## src/rtl/dmach_pkg.sv

```systemverilog
package dmach_pkg;
  typedef enum logic {DIR_UP = 1'b0, DIR_DOWN = 1'b1} dmach_dir_e;
  typedef enum logic [1:0] {
    STEP_IDLE   = 2'd0,
    STEP_ADV    = 2'd1,
    STEP_RELOAD = 2'd2
  } dmach_step_e;
endpackage

```

## src/rtl/dmach_reg_pair.sv

```systemverilog
module dmach_reg_pair
  import dmach_pkg::*;
#(
  parameter int W = 16
) (
  input  logic         clk,
  input  logic         rst_n,
  input  logic         load,
  input  logic [W-1:0] load_val,
  input  dmach_step_e  step,
  input  dmach_dir_e   dir,
  output logic [W-1:0] base,
  output logic [W-1:0] cur
);
  localparam logic [W-1:0] ONE = W'(1);

  always_ff @(posedge clk) begin
    if (!rst_n) begin
      base <= '0;
      cur  <= '0;
    end else if (load) begin
      base <= load_val;
      cur  <= load_val;
    end else begin
      unique case (step)
        STEP_ADV:    cur <= (dir == DIR_DOWN) ? cur - ONE : cur + ONE;
        STEP_RELOAD: cur <= base;
        default:     cur <= cur;
      endcase
    end
  end

  // a load primes both copies
  a_r8_load_both: assert property (@(posedge clk) disable iff (!rst_n)
    load |=> (cur == $past(load_val) && base == $past(load_val)));
  // reload restores the programmed copy
  a_r4_reload: assert property (@(posedge clk) disable iff (!rst_n)
    (step == STEP_RELOAD && !load) |=> cur == $past(base));
endmodule

```

## src/rtl/dmach_addr_fmt.sv

```systemverilog
module dmach_addr_fmt #(
  parameter int OFS_W   = 16,
  parameter int PAGE_W  = 8,
  parameter bit WORD_CH = 1'b0
) (
  input  logic [PAGE_W-1:0]       page,
  input  logic [OFS_W-1:0]        ofs,
  output logic [PAGE_W+OFS_W-1:0] addr
);
  generate
    if (WORD_CH) begin : g_word
      logic unused_page_lsb;
      assign unused_page_lsb = page[0];
      assign addr = {page[PAGE_W-1:1], ofs, 1'b0};
    end else begin : g_byte
      assign addr = {page, ofs};
    end
  endgenerate
endmodule

```

## src/rtl/dmach_seq.sv

```systemverilog
module dmach_seq
  import dmach_pkg::*;
#(
  parameter int DATA_W  = 16,
  parameter int PAGE_W  = 8,
  parameter bit WORD_CH = 1'b0
) (
  input  logic                     clk,
  input  logic                     rst_n,
  input  logic                     ctrl_en,
  input  logic [DATA_W-1:0]        wr_data,
  input  logic                     ld_base_addr,
  input  logic                     ld_base_cnt,
  input  logic                     ld_page,
  input  logic                     mask_wr,
  input  logic                     mask_val,
  input  logic                     mode_auto,
  input  logic                     mode_down,
  input  logic                     xfer_ack,
  input  logic                     done_clr,
  output logic [PAGE_W+DATA_W-1:0] phys_addr,
  output logic                     tc,
  output logic                     done,
  output logic                     masked
);
  localparam int ADDR_W = PAGE_W + DATA_W;

  logic [DATA_W-1:0] ofs_base, ofs_cur, cnt_base, cnt_cur;
  logic [PAGE_W-1:0] page_q;
  logic              accept, last;
  dmach_step_e       step;
  dmach_dir_e        ofs_dir;

  assign accept  = xfer_ack && !masked && ctrl_en && !ld_base_addr && !ld_base_cnt;
  assign last    = (cnt_cur == '0);
  assign ofs_dir = mode_down ? DIR_DOWN : DIR_UP;

  always_comb begin
    if (!accept)                step = STEP_IDLE;
    else if (last && mode_auto) step = STEP_RELOAD;
    else                        step = STEP_ADV;
  end

  dmach_reg_pair #(.W(DATA_W)) u_ofs (
    .clk(clk), .rst_n(rst_n), .load(ld_base_addr), .load_val(wr_data),
    .step(step), .dir(ofs_dir), .base(ofs_base), .cur(ofs_cur)
  );

  dmach_reg_pair #(.W(DATA_W)) u_cnt (
    .clk(clk), .rst_n(rst_n), .load(ld_base_cnt), .load_val(wr_data),
    .step(step), .dir(DIR_DOWN), .base(cnt_base), .cur(cnt_cur)
  );

  logic unused_cnt_base;
  assign unused_cnt_base = ^cnt_base;

  always_ff @(posedge clk) begin
    if (!rst_n) begin
      page_q <= '0;
      tc     <= 1'b0;
      done   <= 1'b0;
      masked <= 1'b1;
    end else begin
      if (ld_page) page_q <= wr_data[PAGE_W-1:0];
      tc <= accept && last;
      if (accept && last)  done <= 1'b1;
      else if (done_clr)   done <= 1'b0;
      if (mask_wr)                           masked <= mask_val;
      else if (accept && last && !mode_auto) masked <= 1'b1;
    end
  end

  dmach_addr_fmt #(.OFS_W(DATA_W), .PAGE_W(PAGE_W), .WORD_CH(WORD_CH)) u_fmt (
    .page(page_q), .ofs(ofs_cur), .addr(phys_addr)
  );

  // blocked acknowledges leave the address alone
  a_r7_blocked: assert property (@(posedge clk) disable iff (!rst_n)
    (!ctrl_en && !ld_base_addr && !ld_page) |=> $stable(phys_addr));
  // page bits above the offset move only on a page load
  a_r9_page_fixed: assert property (@(posedge clk) disable iff (!rst_n)
    !ld_page |=> $stable(phys_addr[ADDR_W-1:DATA_W+1]));
  // a terminal pulse always comes with done
  a_r2_tc_done: assert property (@(posedge clk) disable iff (!rst_n)
    tc |-> done);
  // single-cycle mode masks itself at terminal count
  a_r5_selfmask: assert property (@(posedge clk) disable iff (!rst_n)
    (accept && last && !mode_auto && !mask_wr) |=> masked);
  // done is sticky
  a_r6_done_sticky: assert property (@(posedge clk) disable iff (!rst_n)
    (done && !done_clr) |=> done);
endmodule

```

## config.mk

```make
export PLATFORM = sky130hd
export DESIGN_NAME = dmach_seq
export DESIGN_NICKNAME = d
export VERILOG_FILES = /design/src/rtl/dmach_pkg.sv /design/src/rtl/dmach_reg_pair.sv /design/src/rtl/dmach_addr_fmt.sv /design/src/rtl/dmach_seq.sv
export SDC_FILE = /design/constraint.sdc
export NUM_CORES = 1
export LEC_CHECK = 0
export ABC_AREA = 1
export BUFFER_PORTS_ARGS = -buffer_cell sky130_fd_sc_hd__buf_4
export CAP_MARGIN = 20
export CORE_MARGIN = 2
export CORE_UTILIZATION = 55
export CTS_CLUSTER_SIZE = 20
export DETAILED_ROUTE_END_ITERATION = 6
export GPL_TIMING_DRIVEN = 0
export PLACE_DENSITY = 0.76
export SLEW_MARGIN = 20
export SYNTH_ARGS = -nofsm -noshare
export SYNTH_HDL_FRONTEND = slang
export SYNTH_SLANG_ARGS = --single-unit
```

## constraint.sdc

```tcl
create_clock -name clk -period 2.3 [get_ports clk]
set_clock_uncertainty 0.05 [all_clocks]
set_input_delay 0 -clock clk [delete_from_list [all_inputs] [get_ports clk]]
set_output_delay 0 -clock clk [all_outputs]
set_load 0.02 [all_outputs]
```

* Word-level counts from Yosys, hierarchy flattened
Cells that the tools add are included.
** Storage, ports and cells
- Bits in registers :: 75
- Bits in latches :: 0
- Bits in writable memories :: 0
- Memory bits (read-only) :: 0
- Memories kept :: 0
** Operators by class
- Add/sub/neg operators :: 3
- $mul :: 0
- Divide/modulo/power cells :: 0
- Order comparisons :: 0
- Equality and inequality tests :: 2
- Shift-type cells :: 0
- Multiplexer cells :: 12
- Bitwise gates (word level) :: 0
- Reduce and logical (&&, ||, !) cells :: 16
** Operators by type and width (number)
- one-hot mux 16 bit (2 select lines) :: 2
- 2-to-1 mux 16 bit :: 3
- subtractor 16 x 1 -> 16 bit (second input constant) :: 2
- adder 16 x 1 -> 16 bit (second input constant) :: 1
- logical NOT 16 bit :: 1
- logical AND 1 bit :: 7
- nonzero test 3 bit :: 2
- 2-to-1 mux 1 bit :: 5
- logical NOT 1 bit :: 4
- 2-to-1 mux 2 bit :: 2
- nonzero test 2 bit :: 2
- equality test 2 x 1 -> 1 bit (second input constant) :: 1
- equality test 2 bit (second input constant) :: 1

* Depth between registers and ports, before layout
- Depth in word-level cells :: 9
- Depth in mapped cells :: 11

* Hierarchy
Synthesis repeated with hierarchy kept, for this count alone.
** Unflattened totals
- Cells, all modules :: 831
- Area, all modules :: 5225.0 um^2
** By module, submodules not included
- dmach_reg_pair (u_ofs) :: times used 1, cells each 362, area an instance 2258.4 um^2, seq. area each 640.6 um^2
- dmach_reg_pair (u_cnt) :: times used 1, cells each 361, area an instance 2254.7 um^2, seq. area each 640.6 um^2
- dmach_seq :: times used 1, cells each 84, area an instance 531.8 um^2, seq. area each 220.2 um^2
- dmach_addr_fmt :: times used 1, cells each 24, area an instance 180.2 um^2, seq. area each 0.0 um^2

* Least setup slack after synthesis
No wires, ideal clock.
- Path kind :: reg2reg
- From :: reg u_ofs.cur[2]
- To :: reg u_ofs.cur[9]
- Setup time :: 132 ps
- Arrival :: 1578 ps
- Required time :: 2118 ps
- Setup slack :: 540 ps
- Stages on the path, launching flop included :: 11
- Cells stage by stage :: dfxtp_1 > ha_1 > or2_2 > nand3b_1 > nand2_1 > nand2_1 > nand2_1 > nand2_1 > nand3_1 > nand3_1 > a21oi_1
** Between the ends
- Longest elaborated chain between the ends :: 4
** RTL lines
- start: declaration :: RTL line dmach_reg_pair.sv:13 : output logic [W-1:0] cur
- start signal: assignment :: RTL line dmach_reg_pair.sv:23 : cur <= load_val;
- start signal: assignment :: RTL line dmach_reg_pair.sv:26 : STEP_ADV: cur <= (dir == DIR_DOWN) ? cur - ONE : cur + ONE;
- start signal: assignment :: RTL line dmach_reg_pair.sv:27 : STEP_RELOAD: cur <= base;
- adder 16 x 1 -> 16 bit or subtractor 16 x 1 -> 16 bit (tied branches) :: RTL line dmach_reg_pair.sv:26
- 2-to-1 mux 16 bit (*) :: RTL line dmach_reg_pair.sv:26
- one-hot mux 16 bit (2 select lines) (*) :: RTL line dmach_reg_pair.sv:25 : unique case (step)
- 2-to-1 mux 16 bit (*) :: RTL line dmach_reg_pair.sv:21 : end else if (load) begin
Every way passes the cells marked *; elsewhere a longest branch is shown, timed or not.
A chain may end at the register's enable or synchronous reset.

* Worst setup path after layout
- From :: reg u_cnt.cur[0]
- To :: reg masked
** Between the ends
- Longest elaborated chain between the ends :: 4
** RTL lines
- start: declaration :: RTL line dmach_reg_pair.sv:13
- start signal: assignment :: RTL line dmach_reg_pair.sv:23
- start signal: assignment :: RTL line dmach_reg_pair.sv:26
- start signal: assignment :: RTL line dmach_reg_pair.sv:27
- logical NOT 16 bit :: RTL line dmach_seq.sv:35 : assign last = (cnt_cur == '0);
- logical AND 1 bit (2 in series) :: RTL line dmach_seq.sv:69 : else if (accept && last && !mode_auto) masked <= 1'b1;
- nonzero test 2 bit (no line)
- end signal: assignment :: RTL line dmach_seq.sv:68 : if (mask_wr) masked <= mask_val;
- end: declaration :: RTL line dmach_seq.sv:24 : output logic masked
Every way passes these cells.

==> results.md <==
* Post-DR vias/cell at ~5.4
* Sequential area share after synthesis at ~33%
* Tot GR Track Use at between 30% and 40%
* Unique masters post-synth at 35
* Initial core utilization at between 50% and 60%
* Final Hold Viols at 0
* Number of buffers created by CTS at 9
* 1st-iter DRT viols at around 350
* CP arrival at roughly 2400 ps
* Net Count, Synth at 738
* Placed Cells at between 800 and 900
* Clock root buffer: clkbuf_8
* Vias at between 4,000 and 5,000
* Setup ws final at roughly 160 ps
* Setup crit end kind: register
* Placement Cell Area at slightly above 5000 um^2
* P per Cell Area at roughly 590 nW/um^2
* Final setup fails at 0
* Max clock buf depth at 2
* Fin crit share at ~93%
* Final core utilization at 68.5%
* Max Freq at 467 MHz
* # rows at 33
* Die Width at 94.9 um
* Slew Viols, Final at 0
* Simple-Gate Fraction of Synth Area at 35.2%
* Final GP Congestion at approximately 0.89
* Finished Cell Area at ~5500 um^2
* Leak at roughly 2.7 nW
* Post-Layout Cell Count at ~890
* Tightest Pin Transition at 636 ps
* Initial antenna violation count at 0
* 1st-pass router iterations at 5
* Setup total negative slack at 0 ps
* Min Clock Period, post-route at 2140 ps
* Critical path class: register to register
* Pre-CTS setup slack at roughly 250 ps
* Worst hold slack at between 70 and 80 ps
* Largest net degree at the start of global routing at 17
* Required time of the critical path at between 2000 and 3000 ps
* Clk_lat worst skew at between 300 and 400 ps
* CTS H-tree lvls at 3
* Die Footprint at around 9000 um^2
* Rel. slew slack at a little under 60%
* TritonCTS clock tree: yes
* Fill cell total of the finished layout at around 730
* WL final at 13.6 mm
* Synth warn at 0
* Ratio of cells with drive above 1 in the final layout at 12.2%
* Grt total ovfl at 0
* Adder-cell share of the synthesized area at 4.58%
* Mapped Area at about 4500 um^2
* DRC errors left at 0
* N_diodes at 0
* Core Footprint at a little over 8000 um^2
* Num ports at 55
* HP Class: input port to register
* Area Overhead vs Synth at 22.1%
* Synth Area in XOR/XNOR at approximately 3.7%
* Critical-path maximum fanout at 4
* DP HPWL at just under 10 mm
* Status: finished clean
* Tot Pwr at approximately 3.3 mW
* Crit path launch type: register
* Post-synthesis cell count at between 600 and 700
* Mux cell area share after synthesis at 0%
* Setup repair bufs after CTS at 0
* Unrepaired setup endpoints after global routing: false
* Vias in the first global route at around 4,600
* Synth Area per Inst at between 6 and 7 um^2
* Die height at 94.9 um
* Antenna Violating Nets Remaining at 0
* Peak supply drop at around 0.46 mV
* Largest family of logic cells by synthesized area: simple AND/OR/NAND/NOR gates
* Most common cell after layout, fill and taps aside: nand2_1
* Max-Cap Viols at 0
* Worst-path clk slew at about 90 ps
* Final #Nets at about 830
* Clk sinks at 75
* WL/cell at ~15 um
* Port-buffer cells at 50
* Synthesized flop and latch total at between 70 and 80
* Leading cell types in the layout, fill and taps excluded: nand2_1 (181), inv_1 (97), nand3_1 (80)
* First-pass GRT wire length at roughly 22 mm
* Compound-Gate Fraction of Synth Area at a little under an eighth
==> cells in the mapped netlist, drive strengths merged <==
cell	count	area, um^2
a21oi	68	359
a31oi	1	6.26
and2	2	12.5
buf	13	88.8
clkbuf	15	56.3
clkinv	2	7.51
dfxtp	75	1500
fa	1	20.0
ha	15	188
inv	99	377
nand2	183	689
nand3	81	410
nand3b	13	97.6
nand4	15	109
nor2	52	229
nor3	3	26.3
o211ai	2	15.0
o21ai	31	155
or2	4	25.0
xnor2	3	26.3
xor2	16	140
==> final timing paths <==
kind | from | to | slack (ps) | cells past startpoint
hold reg to reg | u_cnt.base[3] | u_cnt.base[3] | 410 | 2
setup reg to reg | u_cnt.cur[0] | masked | 160 | 9
hold / removal | mode_auto | u_ofs.cur[15] | 70 | 4
setup / recovery | u_cnt.cur[0] | masked | 160 | 9
==> repair_timing <==
item                       CTS  global route
hold endpoints to repair    58             0
hold buffers                29             0
setup endpoints to repair    0             1
resized for setup            0             2
==> where the power goes <==
part	total, mW	leakage (nW)	internal [mW]	switching (mW)
logic	0.796	2.00	0.313	0.483
registers	1.44	0.619	1.38	0.0606
clock network	1.06	0.0922	0.535	0.523
total	3.29	2.71	2.22	1.07
==> cell families (layout without fill, tap and decap cells) <==
family,after synthesis,in the layout
buffers and inverters,129,224
adder cells (fa/ha/maj),16,16
flip-flops,75,75
AND/OR/NAND/NOR,353,353
AO/OA/AOI/OAI,102,102
XOR/XNOR,19,19
==> metal layers <==
metal	global-route usage (%)	vias to the layer above	share of wire [%]
li1	-	2405	-
met1	39.1	2221	41
met2	55.9	183	50
met3	3.19	34	5.9
met4	15.2	0	2.9
met5	0	-	0
==> layout make-up <==
type / count / area [um^2] / area share, %
repair buffers: 79 / 666 / 12.0
multi-input cells: 490 / 2510 / 45.3
plain buffers: 28 / 145 / 2.62
clock inverters: 5 / 61.3 / 1.11
inverters: 101 / 384 / 6.93
flip-flops and latches: 75 / 1500 / 27.1
clock buffers: 11 / 141 / 2.55
well taps: 105 / 131 / 2.37
==> critical path, cell delays in order, from the launching register on <==
cell and delay, ps:
dfxtp_1 330, inv_1 130, ha_2 240, nand2_2 90, nor3_4 270, nand2_2 130
o21ai_0 150, o21ai_0 90, dlygate4sd3_1 550, nand2_1 50
==> flip-flops by register name, indices dropped and copies added, names as in the netlist <==
register    cells
u_cnt.cur      16
u_ofs.cur      16
page_q          8
masked          1
tc              1
u_cnt.base     16
done            1
u_ofs.base     16
No activity file was read; power rests on OpenSTA's default activity.
